## src/rtl/pwm_pkg.sv

```systemverilog
package pwm_pkg;

    typedef enum logic [1:0] {
        ST_OFF  = 2'd0,
        ST_UP   = 2'd1,
        ST_DOWN = 2'd2
    } cnt_state_e;

    localparam int ADDR_W = 3;
    localparam int BYTE_W = 8;

    localparam logic [ADDR_W-1:0] A_CTRL    = 3'd0;
    localparam logic [ADDR_W-1:0] A_PER_LO  = 3'd1;
    localparam logic [ADDR_W-1:0] A_DUTY_LO = 3'd3;
    localparam logic [ADDR_W-1:0] A_CNT_LO  = 3'd5;

    typedef struct packed {
        logic tick_sel;
        logic pol_high;
        logic center;
        logic enable;
    } ctrl_t;

    localparam int CTRL_W = $bits(ctrl_t);

endpackage

```

## src/rtl/pwm_regs.sv

```systemverilog
module pwm_regs
    import pwm_pkg::*;
#(
    parameter int NBYTES = 2,
    localparam int CW = BYTE_W * NBYTES
) (
    input  logic              clk,
    input  logic              rst_n,
    input  logic              wr_en,
    input  logic [ADDR_W-1:0] addr,
    input  logic [BYTE_W-1:0] wdata,
    output ctrl_t             ctrl_q,
    output logic [CW-1:0]     per_buf,
    output logic [CW-1:0]     duty_buf,
    output logic              cnt_wr
);

    always_ff @(posedge clk or negedge rst_n) begin
        if (!rst_n) begin
            ctrl_q <= '0;
        end else if (wr_en && addr == A_CTRL) begin
            ctrl_q <= ctrl_t'(wdata[CTRL_W-1:0]);
        end
    end

    always_ff @(posedge clk or negedge rst_n) begin
        if (!rst_n) begin
            per_buf  <= '0;
            duty_buf <= '0;
        end else if (wr_en) begin
            for (int b = 0; b < NBYTES; b++) begin
                if (addr == A_PER_LO + ADDR_W'(b)) begin
                    per_buf[BYTE_W*b +: BYTE_W] <= wdata;
                end
                if (addr == A_DUTY_LO + ADDR_W'(b)) begin
                    duty_buf[BYTE_W*b +: BYTE_W] <= wdata;
                end
            end
        end
    end

    always_comb begin
        cnt_wr = 1'b0;
        for (int b = 0; b < NBYTES; b++) begin
            if (wr_en && addr == A_CNT_LO + ADDR_W'(b)) begin
                cnt_wr = 1'b1;
            end
        end
    end

endmodule

```

## src/rtl/pwm_counter.sv

```systemverilog
module pwm_counter
    import pwm_pkg::*;
#(
    parameter int CW = 16
) (
    input  logic          clk,
    input  logic          rst_n,
    input  logic          en,
    input  logic          center,
    input  logic          tick,
    input  logic          cnt_wr,
    input  logic [CW-1:0] per_buf,
    input  logic [CW-1:0] duty_buf,
    output logic [CW-1:0] cnt_q,
    output logic [CW-1:0] per_act,
    output logic [CW-1:0] duty_act,
    output cnt_state_e    state_q
);

    localparam logic [CW:0]   ONE_X = {{CW{1'b0}}, 1'b1};
    localparam logic [CW-1:0] ONE   = {{(CW-1){1'b0}}, 1'b1};

    cnt_state_e    state_d;
    logic [CW-1:0] cnt_d;
    logic          load;
    logic [CW:0]   cnt_inc;

    assign cnt_inc = {1'b0, cnt_q} + ONE_X;

    always_ff @(posedge clk or negedge rst_n) begin
        if (!rst_n) begin
            state_q <= ST_OFF;
            cnt_q   <= '0;
        end else begin
            state_q <= state_d;
            cnt_q   <= cnt_d;
        end
    end

    always_ff @(posedge clk or negedge rst_n) begin
        if (!rst_n) begin
            per_act  <= '0;
            duty_act <= '0;
        end else if (load) begin
            per_act  <= per_buf;
            duty_act <= duty_buf;
        end
    end

    always_comb begin
        state_d = state_q;
        cnt_d   = cnt_q;
        load    = 1'b0;
        if (cnt_wr) begin
            cnt_d   = '0;
            load    = 1'b1;
            state_d = en ? ST_UP : ST_OFF;
        end else if (!en) begin
            state_d = ST_OFF;
            load    = 1'b1;
        end else begin
            unique case (state_q)
                ST_OFF, ST_UP: begin
                    state_d = ST_UP;
                    if (tick) begin
                        if (!center) begin
                            if (cnt_inc >= {1'b0, per_act}) begin
                                cnt_d = '0;
                                load  = 1'b1;
                            end else begin
                                cnt_d = cnt_inc[CW-1:0];
                            end
                        end else if (cnt_q >= per_act) begin
                            if (cnt_q <= ONE) begin
                                cnt_d = '0;
                                load  = 1'b1;
                            end else begin
                                cnt_d   = cnt_q - ONE;
                                state_d = ST_DOWN;
                            end
                        end else begin
                            cnt_d = cnt_inc[CW-1:0];
                        end
                    end
                end
                ST_DOWN: begin
                    if (!center) begin
                        state_d = ST_UP;
                        if (tick) begin
                            if (cnt_inc >= {1'b0, per_act}) begin
                                cnt_d = '0;
                                load  = 1'b1;
                            end else begin
                                cnt_d = cnt_inc[CW-1:0];
                            end
                        end
                    end else if (tick) begin
                        if (cnt_q <= ONE) begin
                            cnt_d   = '0;
                            load    = 1'b1;
                            state_d = ST_UP;
                        end else begin
                            cnt_d = cnt_q - ONE;
                        end
                    end
                end
                default: begin
                    state_d = ST_OFF;
                end
            endcase
        end
    end

endmodule

```

## src/rtl/pwm_outgen.sv

```systemverilog
module pwm_outgen #(
    parameter int CW = 16
) (
    input  logic [CW-1:0] cnt_q,
    input  logic [CW-1:0] per_act,
    input  logic [CW-1:0] duty_act,
    input  logic          pol_high,
    output logic          pwm_o
);

    logic active;

    always_comb begin
        active = (duty_act != '0) && ((duty_act >= per_act) || (cnt_q < duty_act));
        pwm_o  = active ? pol_high : ~pol_high;
    end

endmodule

```

## src/rtl/pwm_channel.sv

```systemverilog
module pwm_channel
    import pwm_pkg::*;
#(
    parameter int NBYTES = 2,
    localparam int CW = BYTE_W * NBYTES
) (
    input  logic              clk,
    input  logic              rst_n,
    input  logic              tick_a,
    input  logic              tick_b,
    input  logic              wr_en,
    input  logic [ADDR_W-1:0] addr,
    input  logic [BYTE_W-1:0] wdata,
    output logic [CW-1:0]     rdata,
    output logic              pwm_o
);

    ctrl_t         ctrl_q;
    logic [CW-1:0] per_buf;
    logic [CW-1:0] duty_buf;
    logic          cnt_wr;
    logic [CW-1:0] cnt_q;
    logic [CW-1:0] per_act;
    logic [CW-1:0] duty_act;
    cnt_state_e    state_q;
    logic          sel_tick;
    logic          en_w;
    logic          pol_w;

    assign sel_tick = ctrl_q.tick_sel ? tick_b : tick_a;
    assign en_w     = ctrl_q.enable;
    assign pol_w    = ctrl_q.pol_high;

    pwm_regs #(.NBYTES(NBYTES)) u_regs (
        .clk      (clk),
        .rst_n    (rst_n),
        .wr_en    (wr_en),
        .addr     (addr),
        .wdata    (wdata),
        .ctrl_q   (ctrl_q),
        .per_buf  (per_buf),
        .duty_buf (duty_buf),
        .cnt_wr   (cnt_wr)
    );

    pwm_counter #(.CW(CW)) u_counter (
        .clk      (clk),
        .rst_n    (rst_n),
        .en       (en_w),
        .center   (ctrl_q.center),
        .tick     (sel_tick),
        .cnt_wr   (cnt_wr),
        .per_buf  (per_buf),
        .duty_buf (duty_buf),
        .cnt_q    (cnt_q),
        .per_act  (per_act),
        .duty_act (duty_act),
        .state_q  (state_q)
    );

    pwm_outgen #(.CW(CW)) u_outgen (
        .cnt_q    (cnt_q),
        .per_act  (per_act),
        .duty_act (duty_act),
        .pol_high (pol_w),
        .pwm_o    (pwm_o)
    );

    always_comb begin
        case (addr)
            3'd0:       rdata = CW'(ctrl_q);
            3'd1, 3'd2: rdata = per_buf;
            3'd3, 3'd4: rdata = duty_buf;
            3'd5, 3'd6: rdata = cnt_q;
            default:    rdata = '0;
        endcase
    end

endmodule

```

## config.mk

```make
export PLATFORM = sky130hd
export DESIGN_NAME = pwm_channel
export DESIGN_NICKNAME = d
export VERILOG_FILES = /design/src/rtl/pwm_pkg.sv /design/src/rtl/pwm_regs.sv /design/src/rtl/pwm_counter.sv /design/src/rtl/pwm_outgen.sv /design/src/rtl/pwm_channel.sv
export SDC_FILE = /design/constraint.sdc
export NUM_CORES = 1
export LEC_CHECK = 0
export CAP_MARGIN = 20
export CORE_ASPECT_RATIO = 1.75
export CORE_MARGIN = 1
export CORE_UTILIZATION = 60
export CTS_CLUSTER_DIAMETER = 150
export CTS_CLUSTER_SIZE = 14
export DETAILED_ROUTE_END_ITERATION = 10
export GPL_TIMING_DRIVEN = 0
export MAX_ROUTING_LAYER = met4
export PLACE_DENSITY = 0.77
export SYNTH_ARGS = -nofsm -noshare
export SYNTH_HDL_FRONTEND = slang
export SYNTH_SLANG_ARGS = --single-unit
```

## constraint.sdc

```tcl
create_clock -name clk -period 4.6 [get_ports clk]
set_input_delay 1.38 -clock clk [delete_from_list [all_inputs] [get_ports clk]]
set_output_delay 1.38 -clock clk [all_outputs]
set_load 0.05 [all_outputs]
```

==> run_results.csv <==
group,metric,value,unit
outcome,status,"complete, no violations",
logic_synthesis,yosysTopAreaCell,"dfrtp_1",
logic_synthesis,yosys.area_share.simple,13.5,%
power_and_ir_drop,p_total,3.93,mW
detailed_routing,dr.first_iter.drc_count,254,
timing,fin_crit_sh,97.3,%
logic_synthesis,synth-compound-area-share,14.4,%
logic_synthesis,ys_ff_latch,86,
clock_network,cts_made_buffers,9,
logic_synthesis,avgSynthCellArea,9.98,µm²
logic_synthesis,synth_cells,630,
die,initial_core_util,61.4,%
setup_path,regToRegStartpoint,"u_counter.cnt_q[2]",
setup_path,slowest_stage,"buf_1",
clock_network,cts_max_path_buffers,2,
timing,worstMarginPinSlew,0.757,ns
setup_path,end_kind,"output port",
timing,fmax,223,MHz
detailed_routing,vias,5279,
global_routing,grt_use_total,36.3,%
setup_path,crit_arrival,3.09,ns
detailed_routing,wl,18000,µm
power_and_ir_drop,p_leak,3.41,nW
timing,fin_crit,4.47,ns
power_and_ir_drop,power_density,544,nW/µm²
logic_synthesis,async_reset_ff_share,100,%
global_routing,first_global_vias,5365,
finish,n_antenna_cell,0,
detailed_routing,wl_per_cell,22.4,µm
detailed_routing,drc,0,
detailed_routing,first_pass_iters,5,
setup_path,worst-setup-path-type,"input port to output port",
clock_network,post_cts_buffers,0,
setup_path,max_stage_delay,0.57,ns
logic_synthesis,syn_nets,712,
setup_path,required,3.22,ns
finish,area_growth,14.8,%
logic_synthesis,synth.distinct_cells,62,
logic_synthesis,syn_area,6290,µm²
logic_synthesis,synthXorXnorAreaFrac,2.51,%
logic_synthesis,yosys.area_share.adder,13.1,%
logic_synthesis,yosys-top-cells-area,"dfrtp_1, ha_1, mux2_4, mux2_2, nand2_1",
logic_synthesis,synth_ff_type,"dfrtp_1",
logic_synthesis,muxShareOfSynthArea,17.0,%
setup_path,worst_setup_path_start_kind,"input port",
placed_design,numPlacedInstances,791,
run,maxCapViolations,0,
timing,final-hold-violation-count,0,
die,die_x,79.4,µm
clock_network,ctsRootBufferMaster,"clkbuf_16",
die,num_rows,49,
setup_path,crit_path_max_fanout,10,
die,die_h,137,µm
global_routing,grt_max_degree,72,
timing,setup_violations,0,
finish,fill_cells,724,
die,dieArea,10900,µm²
finish,stdcell_count,807,
clock_network,post_cts_resized,88,
global_routing,grt_pass1_wl,28200,µm
setup_path,critPathLaunch,"addr[2]",
setup_path,path_buf_inv,3,
clock_network,cts_hold_buf,0,
logic_synthesis,ys_warn_count,0,
die,ioPinCount,33,
power_and_ir_drop,vdd_drop_max,0.000384,V
logic_synthesis,synth_edf_count,0,
finish,design_area,7220,µm²
global_routing,grt_overflow_total,0,
finish,drive_gt1_share,21.2,%
clock_network,cts_num_sinks,86,
logic_synthesis,synth_top_area_share,34.2,%
logic_synthesis,synth_top_family_by_area,"multiplexers",
clock_network,clk_latency,0.35,ns
detailed_routing,viasPerCell,6.54,
placed_design,io_buffer_count,30,
clock_network,path_clk_slew,0.07,ns
logic_synthesis,synth-seq-area-share,34.2,%
setup_path,crit_chain,"clkbuf_1, buf_1, nor2_1, a21oi_1, dlygate4sd2_1",
placed_design,routabilityCongestion,0.960,
global_routing,antenna_found_initial,0,
setup_path,crit_family,"buffers and inverters",
timing,slew_viol_final,0,
timing,fin_skew,0.00831,ns
placed_design,dp_hpwl,13700,µm
hold_path,hold_path.class,"register to register",
placed_design,postPlaceCellArea,6800,µm²
hold_path,min-delay-start,"u_counter.per_act[7]",
detailed_routing,final_antenna_net_count,0,
clock_network,cts_tree,"done",
clock_network,htreeDepth,3,
timing,rsz0062_at_grt,"no",
timing,relSlewSlack,49.1,%
die,core,10200,µm²
finish,nNetsFinal,757,
cells in the mapped netlist (2+ instances only):
cell       count
a22oi_1        4
o22ai_1        6
o21a_1         5
nand3_1       15
a2111oi_0      3
nor3b_1        4
buf_2          5
o31ai_1       12
a21boi_0       2
inv_1         43
a211oi_1       7
mux2_2        37
nand2b_1       5
xor2_1         5
nor2_1        19
and2_1         2
dfrtp_1       86
nand3b_1       4
nor3_1        22
o311ai_0       2
mux2_4        30
clkbuf_1      14
or3_1          2
o211ai_1       4
ha_1          66
a31oi_1        2
o21ai_0       39
buf_12         3
and3_1         6
buf_1          2
xnor2_1       13
a21o_1        11
a32oi_1        2
nand4_1       12
nand2_1       56
mux2i_1       20
nor4_1         8
a21oi_1       28
logic make-up after synthesis:
group | Yosys count
AO/OA/AOI/OAI | 139
XOR/XNOR | 18
adder cells (fa/ha/maj) | 66
buffers and inverters | 69
flip-flops | 86
multiplexers | 87
AND/OR/NAND/NOR | 165
final cells by class:
cell class                      instances  area [µm²]  area share, %
Multi-Input combinational cell        475        3890           53.9
Sequential cell                        86        2150           29.8
Timing Repair Buffer                   34         320           4.44
Clock buffer                            9         225           3.12
Buffer                                 26         180           2.49
Inverter                               43         161           2.23
Tap cell                              127         159           2.20
Clock inverter                          7         130           1.80
registers in the layout (all words and copies together) (netlist names):
signal              flops
u_regs.ctrl_q           4
u_regs.duty_buf        16
u_counter.duty_act     16
u_counter.state_q       2
u_counter.per_act      16
u_counter.cnt_q        16
u_regs.per_buf         16
report_power, final:
group          internal [mW]  switching (mW)  total [mW]  leakage, nW
Sequential             0.968           0.250        1.22         1.06
Combinational          0.798            1.04        1.84         2.18
Clock                  0.541           0.334       0.875        0.174
layout by cell type, fill, tap and decap left out, types with 5 or more instances in the layout:
cell type	synthesis	routed
clkdlybuf4s50_1	0	11
nand3_1	15	15
buf_2	5	9
mux2i_1	20	20
and3_1	6	6
clkbuf_1	14	9
o21ai_1	0	10
clkbuf_16	0	9
inv_1	43	43
clkdlybuf4s15_2	0	5
ha_1	66	66
dfrtp_1	86	84
o21ai_0	39	27
mux2_2	37	37
a211oi_1	7	7
o22ai_1	6	5
mux2_4	30	30
nor2_1	19	18
nor4_1	8	7
buf_4	1	8
nor3_1	22	22
nand4_1	12	12
xnor2_1	13	11
xor2_1	5	5
nand2b_1	5	5
a21o_1	11	11
o31ai_1	12	10
clkbuf_4	0	5
a21oi_1	28	28
nand2_1	56	56
o21a_1	5	5
metal layers:
layer  share of wire, %  up-vias  global-route usage [%]
met5                  0        -                       -
met4                7.2        0                    25.3
met1                 37     2574                    38.1
met3                3.2       83                    3.91
met2                 53      195                    63.0
li1                   -     2427                       -
path summary, 6_finish.rpt:
path                                          endpoint  slack [ns]  cells past startpoint
max in group asynchronous            u_regs.per_buf[1]        3.07                      2
worst min-delay path              u_counter.per_act[7]        0.52                      1
min in group asynchronous          u_counter.cnt_q[15]        0.90                      1
worst min register to register    u_counter.per_act[7]        0.52                      1
worst max-delay path                          rdata[1]        0.13                      5
worst max register to register  u_counter.duty_act[15]        0.21                     14
stage by stage:
stage          worst slack [ns]  setup TNS, ns  util (%)  hold slack, ns
2_1_floorplan            0.0314              0         -           0.481
3_3_place_gp             -0.976         -98.86      66.0           0.500
3_5_place_dp             -0.982         -17.74      66.4           0.504
4_1_cts                  -0.142         -0.142      69.8           0.519
5_1_grt                  0.0414              0      70.5           0.536
6_report                  0.125              0      70.5           0.523
Note: power is estimated with default switching activity, not from simulation.
